$ cat src/rtl/cfg_dma_pkg.sv
package cfg_dma_pkg;
  localparam int CTL_ERR  = 0;
  localparam int CTL_RD   = 1;
  localparam int CTL_SKIP = 2;
  localparam int CTL_SEL  = 3;

  typedef enum logic [3:0] {
    ST_IDLE, ST_FREQ, ST_FRSP, ST_SEL, ST_ACT,
    ST_WREQ, ST_WRSP, ST_SREQ, ST_SRSP
  } dma_state_e;

  function automatic logic [31:0] bswap32(input logic [31:0] v);
    return {v[7:0], v[15:8], v[23:16], v[31:24]};
  endfunction

  function automatic logic [63:0] bswap64(input logic [63:0] v);
    return {bswap32(v[31:0]), bswap32(v[63:32])};
  endfunction
endpackage

$ cat src/rtl/cfg_dma_addr_reg.sv
module cfg_dma_addr_reg #(
  parameter logic [63:0] MAGIC = 64'h4346_475F_444D_4121,
  parameter int          HW    = 32
) (
  input  logic            clk,
  input  logic            rst_n,
  input  logic            host_wr_valid,
  input  logic            host_wr_lo,
  input  logic [HW-1:0]   host_wr_data,
  input  logic            busy,
  input  logic            done,
  output logic            trig,
  output logic [2*HW-1:0] trig_addr,
  output logic [2*HW-1:0] reg_rd_data
);
  import cfg_dma_pkg::*;

  logic [HW-1:0] hi_q;

  assign trig        = host_wr_valid && host_wr_lo && !busy;
  assign trig_addr   = {hi_q, bswap32(host_wr_data)};
  assign reg_rd_data = bswap64(MAGIC);

  always_ff @(posedge clk or negedge rst_n) begin
    if (!rst_n)                                  hi_q <= '0;
    else if (done)                               hi_q <= '0;
    else if (host_wr_valid && !host_wr_lo && !busy) hi_q <= bswap32(host_wr_data);
  end
endmodule

$ cat src/rtl/cfg_dma_engine.sv
module cfg_dma_engine #(
  parameter int AW  = 64,
  parameter int LW  = 32,
  parameter int KW  = 16
) (
  input  logic          clk,
  input  logic          rst_n,
  input  logic          trig,
  input  logic [AW-1:0] trig_addr,
  output logic          busy,
  output logic          done,
  output logic          mem_req_valid,
  input  logic          mem_req_ready,
  output logic          mem_req_we,
  output logic          mem_req_word,
  output logic [AW-1:0] mem_req_addr,
  output logic [31:0]   mem_req_wdata,
  input  logic          mem_rsp_valid,
  input  logic          mem_rsp_err,
  input  logic [31:0]   mem_rsp_data,
  output logic          item_sel,
  output logic [KW-1:0] item_key,
  input  logic          item_sel_ok,
  input  logic [LW-1:0] item_remain,
  input  logic [7:0]    item_rd_data,
  output logic          item_step,
  output logic          item_skip,
  output logic [LW-1:0] item_skip_len
);
  import cfg_dma_pkg::*;

  localparam int WORDS = 4;
  localparam int WIW   = $clog2(WORDS);

  dma_state_e     st_q;
  logic [AW-1:0]  desc_q, tgt_q;
  logic [31:0]    ctl_q;
  logic [LW-1:0]  len_q, cnt_q;
  logic [WIW-1:0] widx_q;
  logic           err_q;
  logic [31:0]    rsp_be;

  assign rsp_be        = bswap32(mem_rsp_data);
  assign busy          = (st_q != ST_IDLE);
  assign done          = (st_q == ST_SRSP) && mem_rsp_valid;
  assign item_key      = ctl_q[31:32-KW];
  assign item_sel      = (st_q == ST_SEL) && ctl_q[CTL_SEL];
  assign item_skip     = (st_q == ST_ACT) && !ctl_q[CTL_RD] && ctl_q[CTL_SKIP];
  assign item_skip_len = (len_q < item_remain) ? len_q : item_remain;
  assign item_step     = (st_q == ST_WRSP) && mem_rsp_valid && !mem_rsp_err;

  always_comb begin
    mem_req_valid = 1'b0;
    mem_req_we    = 1'b0;
    mem_req_word  = 1'b1;
    mem_req_addr  = desc_q;
    mem_req_wdata = '0;
    unique case (st_q)
      ST_FREQ: begin
        mem_req_valid = 1'b1;
        mem_req_addr  = desc_q + AW'({widx_q, 2'b00});
      end
      ST_WREQ: begin
        mem_req_valid = 1'b1;
        mem_req_we    = 1'b1;
        mem_req_word  = 1'b0;
        mem_req_addr  = tgt_q + AW'(cnt_q);
        mem_req_wdata = {24'b0, item_rd_data};
      end
      ST_SREQ: begin
        mem_req_valid = 1'b1;
        mem_req_we    = 1'b1;
        mem_req_wdata = bswap32({31'b0, err_q});
      end
      default: ;
    endcase
  end

  always_ff @(posedge clk or negedge rst_n) begin
    if (!rst_n) begin
      st_q   <= ST_IDLE;
      desc_q <= '0;
      tgt_q  <= '0;
      ctl_q  <= '0;
      len_q  <= '0;
      cnt_q  <= '0;
      widx_q <= '0;
      err_q  <= 1'b0;
    end else begin
      unique case (st_q)
        ST_IDLE: if (trig) begin
          desc_q <= trig_addr;
          widx_q <= '0;
          err_q  <= 1'b0;
          st_q   <= ST_FREQ;
        end
        ST_FREQ: if (mem_req_ready) st_q <= ST_FRSP;
        ST_FRSP: if (mem_rsp_valid) begin
          case (widx_q)
            2'd0:    ctl_q          <= rsp_be;
            2'd1:    len_q          <= rsp_be[LW-1:0];
            2'd2:    tgt_q[63:32]   <= rsp_be;
            default: tgt_q[31:0]    <= rsp_be;
          endcase
          if (mem_rsp_err) begin
            err_q <= 1'b1;
            st_q  <= ST_SREQ;
          end else if (widx_q == WIW'(WORDS-1)) begin
            st_q <= ST_SEL;
          end else begin
            widx_q <= widx_q + 1'b1;
            st_q   <= ST_FREQ;
          end
        end
        ST_SEL: begin
          if (ctl_q[CTL_SEL] && !item_sel_ok) begin
            err_q <= 1'b1;
            st_q  <= ST_SREQ;
          end else begin
            st_q <= ST_ACT;
          end
        end
        ST_ACT: begin
          cnt_q <= '0;
          if (ctl_q[CTL_RD] && (len_q > item_remain)) begin
            err_q <= 1'b1;
            st_q  <= ST_SREQ;
          end else if (ctl_q[CTL_RD] && (len_q != '0)) begin
            st_q <= ST_WREQ;
          end else begin
            st_q <= ST_SREQ;
          end
        end
        ST_WREQ: if (mem_req_ready) st_q <= ST_WRSP;
        ST_WRSP: if (mem_rsp_valid) begin
          if (mem_rsp_err) begin
            err_q <= 1'b1;
            st_q  <= ST_SREQ;
          end else begin
            cnt_q <= cnt_q + 1'b1;
            st_q  <= (cnt_q + 1'b1 == len_q) ? ST_SREQ : ST_WREQ;
          end
        end
        ST_SREQ: if (mem_req_ready) st_q <= ST_SRSP;
        ST_SRSP: if (mem_rsp_valid) st_q <= ST_IDLE;
        default: st_q <= ST_IDLE;
      endcase
    end
  end
endmodule

$ cat src/rtl/cfg_dma_top.sv
module cfg_dma_top #(
  parameter logic [63:0] MAGIC = 64'h4346_475F_444D_4121,
  parameter int          LW    = 32,
  parameter int          KW    = 16
) (
  input  logic          clk,
  input  logic          rst_n,
  input  logic          host_wr_valid,
  input  logic          host_wr_lo,
  input  logic [31:0]   host_wr_data,
  output logic [63:0]   reg_rd_data,
  output logic          busy,
  output logic          mem_req_valid,
  input  logic          mem_req_ready,
  output logic          mem_req_we,
  output logic          mem_req_word,
  output logic [63:0]   mem_req_addr,
  output logic [31:0]   mem_req_wdata,
  input  logic          mem_rsp_valid,
  input  logic          mem_rsp_err,
  input  logic [31:0]   mem_rsp_data,
  output logic          item_sel,
  output logic [KW-1:0] item_key,
  input  logic          item_sel_ok,
  input  logic [LW-1:0] item_remain,
  input  logic [7:0]    item_rd_data,
  output logic          item_step,
  output logic          item_skip,
  output logic [LW-1:0] item_skip_len
);
  logic        trig, done;
  logic [63:0] trig_addr;

  cfg_dma_addr_reg #(.MAGIC(MAGIC), .HW(32)) u_areg (
    .clk, .rst_n, .host_wr_valid, .host_wr_lo, .host_wr_data,
    .busy, .done, .trig, .trig_addr, .reg_rd_data
  );

  cfg_dma_engine #(.AW(64), .LW(LW), .KW(KW)) u_eng (
    .clk, .rst_n, .trig, .trig_addr, .busy, .done,
    .mem_req_valid, .mem_req_ready, .mem_req_we, .mem_req_word,
    .mem_req_addr, .mem_req_wdata, .mem_rsp_valid, .mem_rsp_err,
    .mem_rsp_data, .item_sel, .item_key, .item_sel_ok, .item_remain,
    .item_rd_data, .item_step, .item_skip, .item_skip_len
  );
endmodule

$ cat config.mk
export PLATFORM = sky130hd
export DESIGN_NAME = cfg_dma_top
export DESIGN_NICKNAME = d
export VERILOG_FILES = /design/src/rtl/cfg_dma_pkg.sv /design/src/rtl/cfg_dma_addr_reg.sv /design/src/rtl/cfg_dma_engine.sv /design/src/rtl/cfg_dma_top.sv
export SDC_FILE = /design/constraint.sdc
export NUM_CORES = 1
export LEC_CHECK = 0
export ABC_AREA = 1
export BUFFER_PORTS_ARGS = -buffer_cell sky130_fd_sc_hd__buf_4
export CORE_MARGIN = 4
export CORE_UTILIZATION = 58
export DETAILED_ROUTE_END_ITERATION = 16
export GPL_TIMING_DRIVEN = 0
export PLACE_DENSITY = 0.82
export SLEW_MARGIN = 10
export SYNTH_ARGS = -nofsm -noshare
export SYNTH_HDL_FRONTEND = slang
export SYNTH_SLANG_ARGS = --single-unit
$ cat constraint.sdc
create_clock -name clk -period 3.2 [get_ports clk]
set_input_delay 0.48 -clock clk [delete_from_list [all_inputs] [get_ports clk]]
set_output_delay 0.48 -clock clk [all_outputs]
set_load 0.005 [all_outputs]
==> run summary, run 1 <==
placement row count: 66
Post-synth EDFFs: 0
Stop Error: [ERROR GRT-0232] Routing congestion too high. Check the congestion heatmap in the GUI.
Cell Area, Synth: 19500 sq um
die height: 191 um
initial antenna violation count: 24
Sink Count: 250
YS warnings: 0
hpwl dp: 65600 um
outcome: stopped before the end
Num CTS Buffers: 28
Stop stage: global routing (5_1_grt)
CTS Buffer Depth: 3
htree depth: 1
distinct cell type count after synthesis: 58
placer congestion estimate: 1.10
I/O pin count: 327
mean post-synth cell area: 6.55 sq um
port bufs: 238
# placed instances: 3747
Main synth FF type: dfrtp_1
Yosys reg bits: 250
maximum number of pins on one net before global-route repair: 111
endpoint with the least setup slack after the last repair: mem_req_addr[54]
total gr overflow: 20
Initial Util: 59.4%
register area share after synthesis: 32.1%
GRT Total Usage: 74.9%
Worst endpoint type: output port
Root Buffer: clkbuf_16
Synth Instances: 2980
FFs w/ async S/R, synth: 100%
chip width: 191 um
cell usage after synthesis (7+ instances only):
cell,n,share of area [%]
nand2_2,7,0.22
nand3_1,245,6.3
o21ai_1,11,0.28
o22ai_1,27,0.87
buf_4,103,4.0
ha_1,72,4.6
nor2_4,11,0.63
nor3_1,63,1.6
xor2_1,12,0.54
nor2_2,7,0.22
nand4_1,45,1.4
nor4_1,23,0.74
o21ai_0,344,8.8
clkbuf_1,59,1.1
dfrtp_1,250,32
a21oi_1,105,2.7
nor2_1,251,4.8
o21a_1,9,0.35
o211ai_1,30,1.2
buf_2,12,0.31
nand2_1,764,15
o221ai_1,8,0.36
or2_2,21,0.67
inv_1,419,8.1
inv_2,15,0.29
per-stage QoR:
| step | TNS, ns | hold WS [ns] | worst slack, ns | utilization [%] | cell area [sq um] |
|---|---|---|---|---|---|
| floorplan | 0 | 0.184 | 0.415 | - | 19800 |
| global placement | -81.96 | 0.467 | -0.518 | 67.5 | 22200 |
| detailed placement | -16.52 | 0.416 | -0.640 | 67.6 | 22200 |
| CTS | -10.88 | 0.120 | -0.443 | 79.4 | 26100 |
cells by family after synthesis:
kind of cell / count (synthesis) / synth area share, %
compound gates: 563 / 15.7
simple gates: 1458 / 32.5
other cells: 2 / 0.0385
xor+xnor: 18 / 0.956
buf+inv: 614 / 13.9
mux: 1 / 0.0577
fa+ha+maj: 74 / 4.82
flops: 250 / 32.1
timing repair:
| item | 4_1_cts |
|---|---|
| endpoints found under the setup margin | 105 |
| hold endpoints to repair | 48 |
| resized for setup | 495 |
| gates cloned | 0 |
| hold buffers | 1 |
| pin swaps | 121 |
| setup buffers | 127 |
routing by layer:
layer	GRT overflow	track usage [%]
met2	1	87.3
met4	7	64.1
met1	1	77.6
met3	10	63.9
met5	1	53.7
==> inputs of run 2 (changes only) <==
--- a/config.mk
+++ b/config.mk
@@ -8,10 +8,10 @@
 export ABC_AREA = 1
 export BUFFER_PORTS_ARGS = -buffer_cell sky130_fd_sc_hd__buf_4
 export CORE_MARGIN = 4
-export CORE_UTILIZATION = 58
+export CORE_UTILIZATION = 40
 export DETAILED_ROUTE_END_ITERATION = 16
 export GPL_TIMING_DRIVEN = 0
-export PLACE_DENSITY = 0.82
+export PLACE_DENSITY_LB_ADDON = 0.15
 export SLEW_MARGIN = 10
 export SYNTH_ARGS = -nofsm -noshare
 export SYNTH_HDL_FRONTEND = slang
==> run 2 against run 1 <==
  * The flow now finishes, with violations (negative setup slack)
  * Synthesized cell count unchanged
  * Synthesized area unchanged
==> run summary, run 2 <==
DR pass1 iterations: 5
Worst-Margin Slew: 0.820 ns
Yosys top cell by area: dfrtp_1
Hold/Removal Path Class: primary input to flop
Tot Pwr: 20100 uW
Cell Area, Synth: 19500 sq um (unchanged)
Final Hold Fails: 0
first-pass GRT wire length: 138000 um
RR Startpoint: u_eng.len_q[0]
Routed WL: 96400 um
WHS Endpoint: u_eng.desc_q[11]
Antenna Nets Post-Route: 0
Yosys reg bits: 250 (unchanged)
clock slew at reported path FFs: 0.06 ns
Num CTS Buffers: 31 (+11%)
htree depth: 1 (unchanged)
CP max FO: 3
setup ws final: -0.531 ns
most frequent cells in the layout: 656 x nand2_1, 508 x buf_4, 391 x inv_1
maximum number of pins on one net before global-route repair: 99
total gr overflow: 0
Setup-failing EPs final: 66
CP Capture Type: output port
Multi-input gate area: 14000 sq um
Post-Synth Simple-Gate Area: 32.5% (unchanged)
Synth top area share: 32.1% (unchanged)
Max-Cap Viols: 0
XOR/XNOR Fraction of Synth Area: 0.956% (unchanged)
die area: 52400 sq um
WL/cell: 22.9 um
die height: 229 um (+20%)
most frequent cell after synthesis: nand2_1
GRT Total Usage: 34.4%
vias in the first global route: 21936
drt via density: 5.55
vias: 23317
outcome: complete, but fails checks
hold depth: 3
reg2reg path depth: 24
Synth Instances: 2980 (unchanged)
placer congestion estimate: 0.987 (-9.9%)
Main synth FF type: dfrtp_1
adder-cell share of the synthesized area: 4.82% (unchanged)
largest family of logic cells by synthesized area: simple AND/OR/NAND/NOR gates
initial antenna violation count: 5
crit path max-delay cell type: dfrtp_2
FFs w/ async S/R, synth: 100% (unchanged)
critical path startpoint: u_eng.widx_q[0]
critical path class: flop to output port
PwrDens: 694 nW/um^2
Crit path required time: 2.72 ns
CTS tree: yes
post-synthesis mux area share: 0.0577% (unchanged)
fin crit period: 3.73 ns
Reg area: 6310 sq um
most common library cells after synthesis: 764 x nand2_1, 419 x inv_1, 344 x o21ai_0
Sink Count: 250 (unchanged)
nets: 3751
failing checks: negative setup slack
Clk Latency, worst-skew pair: 0.59 ns
Max stage delay on crit path: 0.37 ns
post-route cell area: 28900 sq um
Syn-to-layout area delta: 48.3%
YS warnings: 0 (unchanged)
biggest regs: u_eng.desc_q: 64 flops, u_eng.tgt_q: 64 flops
Min-Delay Startpoint: host_wr_data[19]
Initial Util: 40.7% (-19 points)
commonest non-fill, non-tap cell in the layout: nand2_1
dpl cell area: 22400 sq um (+0.97%)
RSZ-0062 raised after global routing: true
Final Util: 60.4%
layout cells sized above 1: 35.5%
hpwl dp: 72600 um (+11%)
Critical Path AT: 3.25 ns
DRT iter0 DRCs: 2248
register area share after synthesis: 32.1% (unchanged)
Inserted Diodes: 0
Root Buffer: clkbuf_16
Final Skew: 0.0145 ns
distinct cell type count after synthesis: 58 (unchanged)
# fillers: 4430
mean post-synth cell area: 6.55 sq um (unchanged)
placement row count: 80 (+21%)
core area: 47900 sq um
I/O pin count: 327 (unchanged)
synth top area cells: dfrtp_1 32%, nand2_1 15%, o21ai_0 8.8%, inv_1 8.1%, nand3_1 6.3%
port bufs: 238 (unchanged)
leakage power: 0.0134 uW
Rel. slew slack: 44.8%
max frequency: 0.268 GHz
Post-synth EDFFs: 0 (unchanged)
Final Cycle Share: 117%
CTS Buffer Depth: 3 (unchanged)
dpl ws: -0.640 ns (+0.000263 ns)
VDD IR max: 0.637 mV
Final Max Tran Viols: 0
Compound-Gate Fraction of Synth Area: 15.7% (unchanged)
critical-path cell list: buf_12 > ha_4 > fa_2 > inv_2 > nor2_4 > inv_2 > nor2_4 > nand4_4 > buf_4 > nor2_4 > nand3_2 > nor3b_4 > nand2_2 > inv_2 > nand3_1 > nand3_1 > nand3_1 > buf_4
final std cells w/o fill: 4204
residual DRC count: 0
# placed instances: 3920 (+4.6%)
R2R setup slack: 0 ns
Critical R2R Capture: u_eng.st_q[1]
crit start category: flop
chip width: 229 um (+20%)
run 2: through the flow:
| stage | hold slack (ns) | TNS, ns |
|---|---|---|
| floorplan | 0.184 | 0 |
| global placement | 0.463 | -147.68 |
| detailed placement | 0.466 | -26.93 |
| CTS | 0.0910 | -16.04 |
| global route | 0.106 | -26.40 |
| finish | 0.115 | -19.25 |
run 2: routing by layer:
layer  vias up  global-route usage, %  wire, um
met1     11274                   48.8     41700
met5         -                      0        27
li1      10760                      -         -
met4         4                   9.19      2810
met2      1130                   52.9     42500
met3       149                   7.91      9310
run 2: repair_timing:
item,in CTS,in global routing
buffers inserted,178,59
hold buffers,1,0
hold endpoints to repair,69,0
pin swaps,152,151
setup endpoints to repair,105,97
resized for setup,643,312
cloned,1,3
run 2: kinds of logic (layout without fill, tap and decap cells):
family                   after synthesis  after routing
buffers and inverters                614           1138
multiplexers                           1              1
adder cells (fa/ha/maj)               74             74
XOR/XNOR                              18             18
AND/OR/NAND/NOR                     1458           1458
other                                  2             87
AO/OA/AOI/OAI                        563            563
flip-flops                           250            250
run 2: final cells by class:
class	instances	area share (%)
plain buffers	179	4.14
clock inverters	18	0.830
well taps	615	2.66
clock buffers	39	2.92
repair buffers	468	13.4
inverters	434	5.68
multi-input cells	2201	48.5
flip-flops and latches	250	21.8
run 2: power breakdown:
part,leakage [uW],switching [uW],internal (uW)
Sequential,0.00318,1250,4230
Clock,0.000512,1560,2270
Combinational,0.00971,6210,4560
run 2: worst max path at each step:
| stage | slack (ns) | end |
|---|---|---|
| floorplan | 0.42 | mem_req_addr[22] |
| global placement | -0.64 | mem_req_addr[56] |
| detailed placement | -0.64 | mem_req_addr[40] |
| CTS | -0.59 | mem_req_addr[42] |
| global route | -0.64 | mem_req_addr[46] |
| finish | -0.53 | mem_req_addr[54] |
run 2: worst max-delay path, delay by kind of cell, from the launching register on:
family | cells | cell delay (ns)
and+or+nand+nor | 10 | 1.19
buffers and inverters | 6 | 0.70
DFF | 1 | 0.37
adders and majority gates | 2 | 0.35
Note: power is estimated with default switching activity, not from simulation.
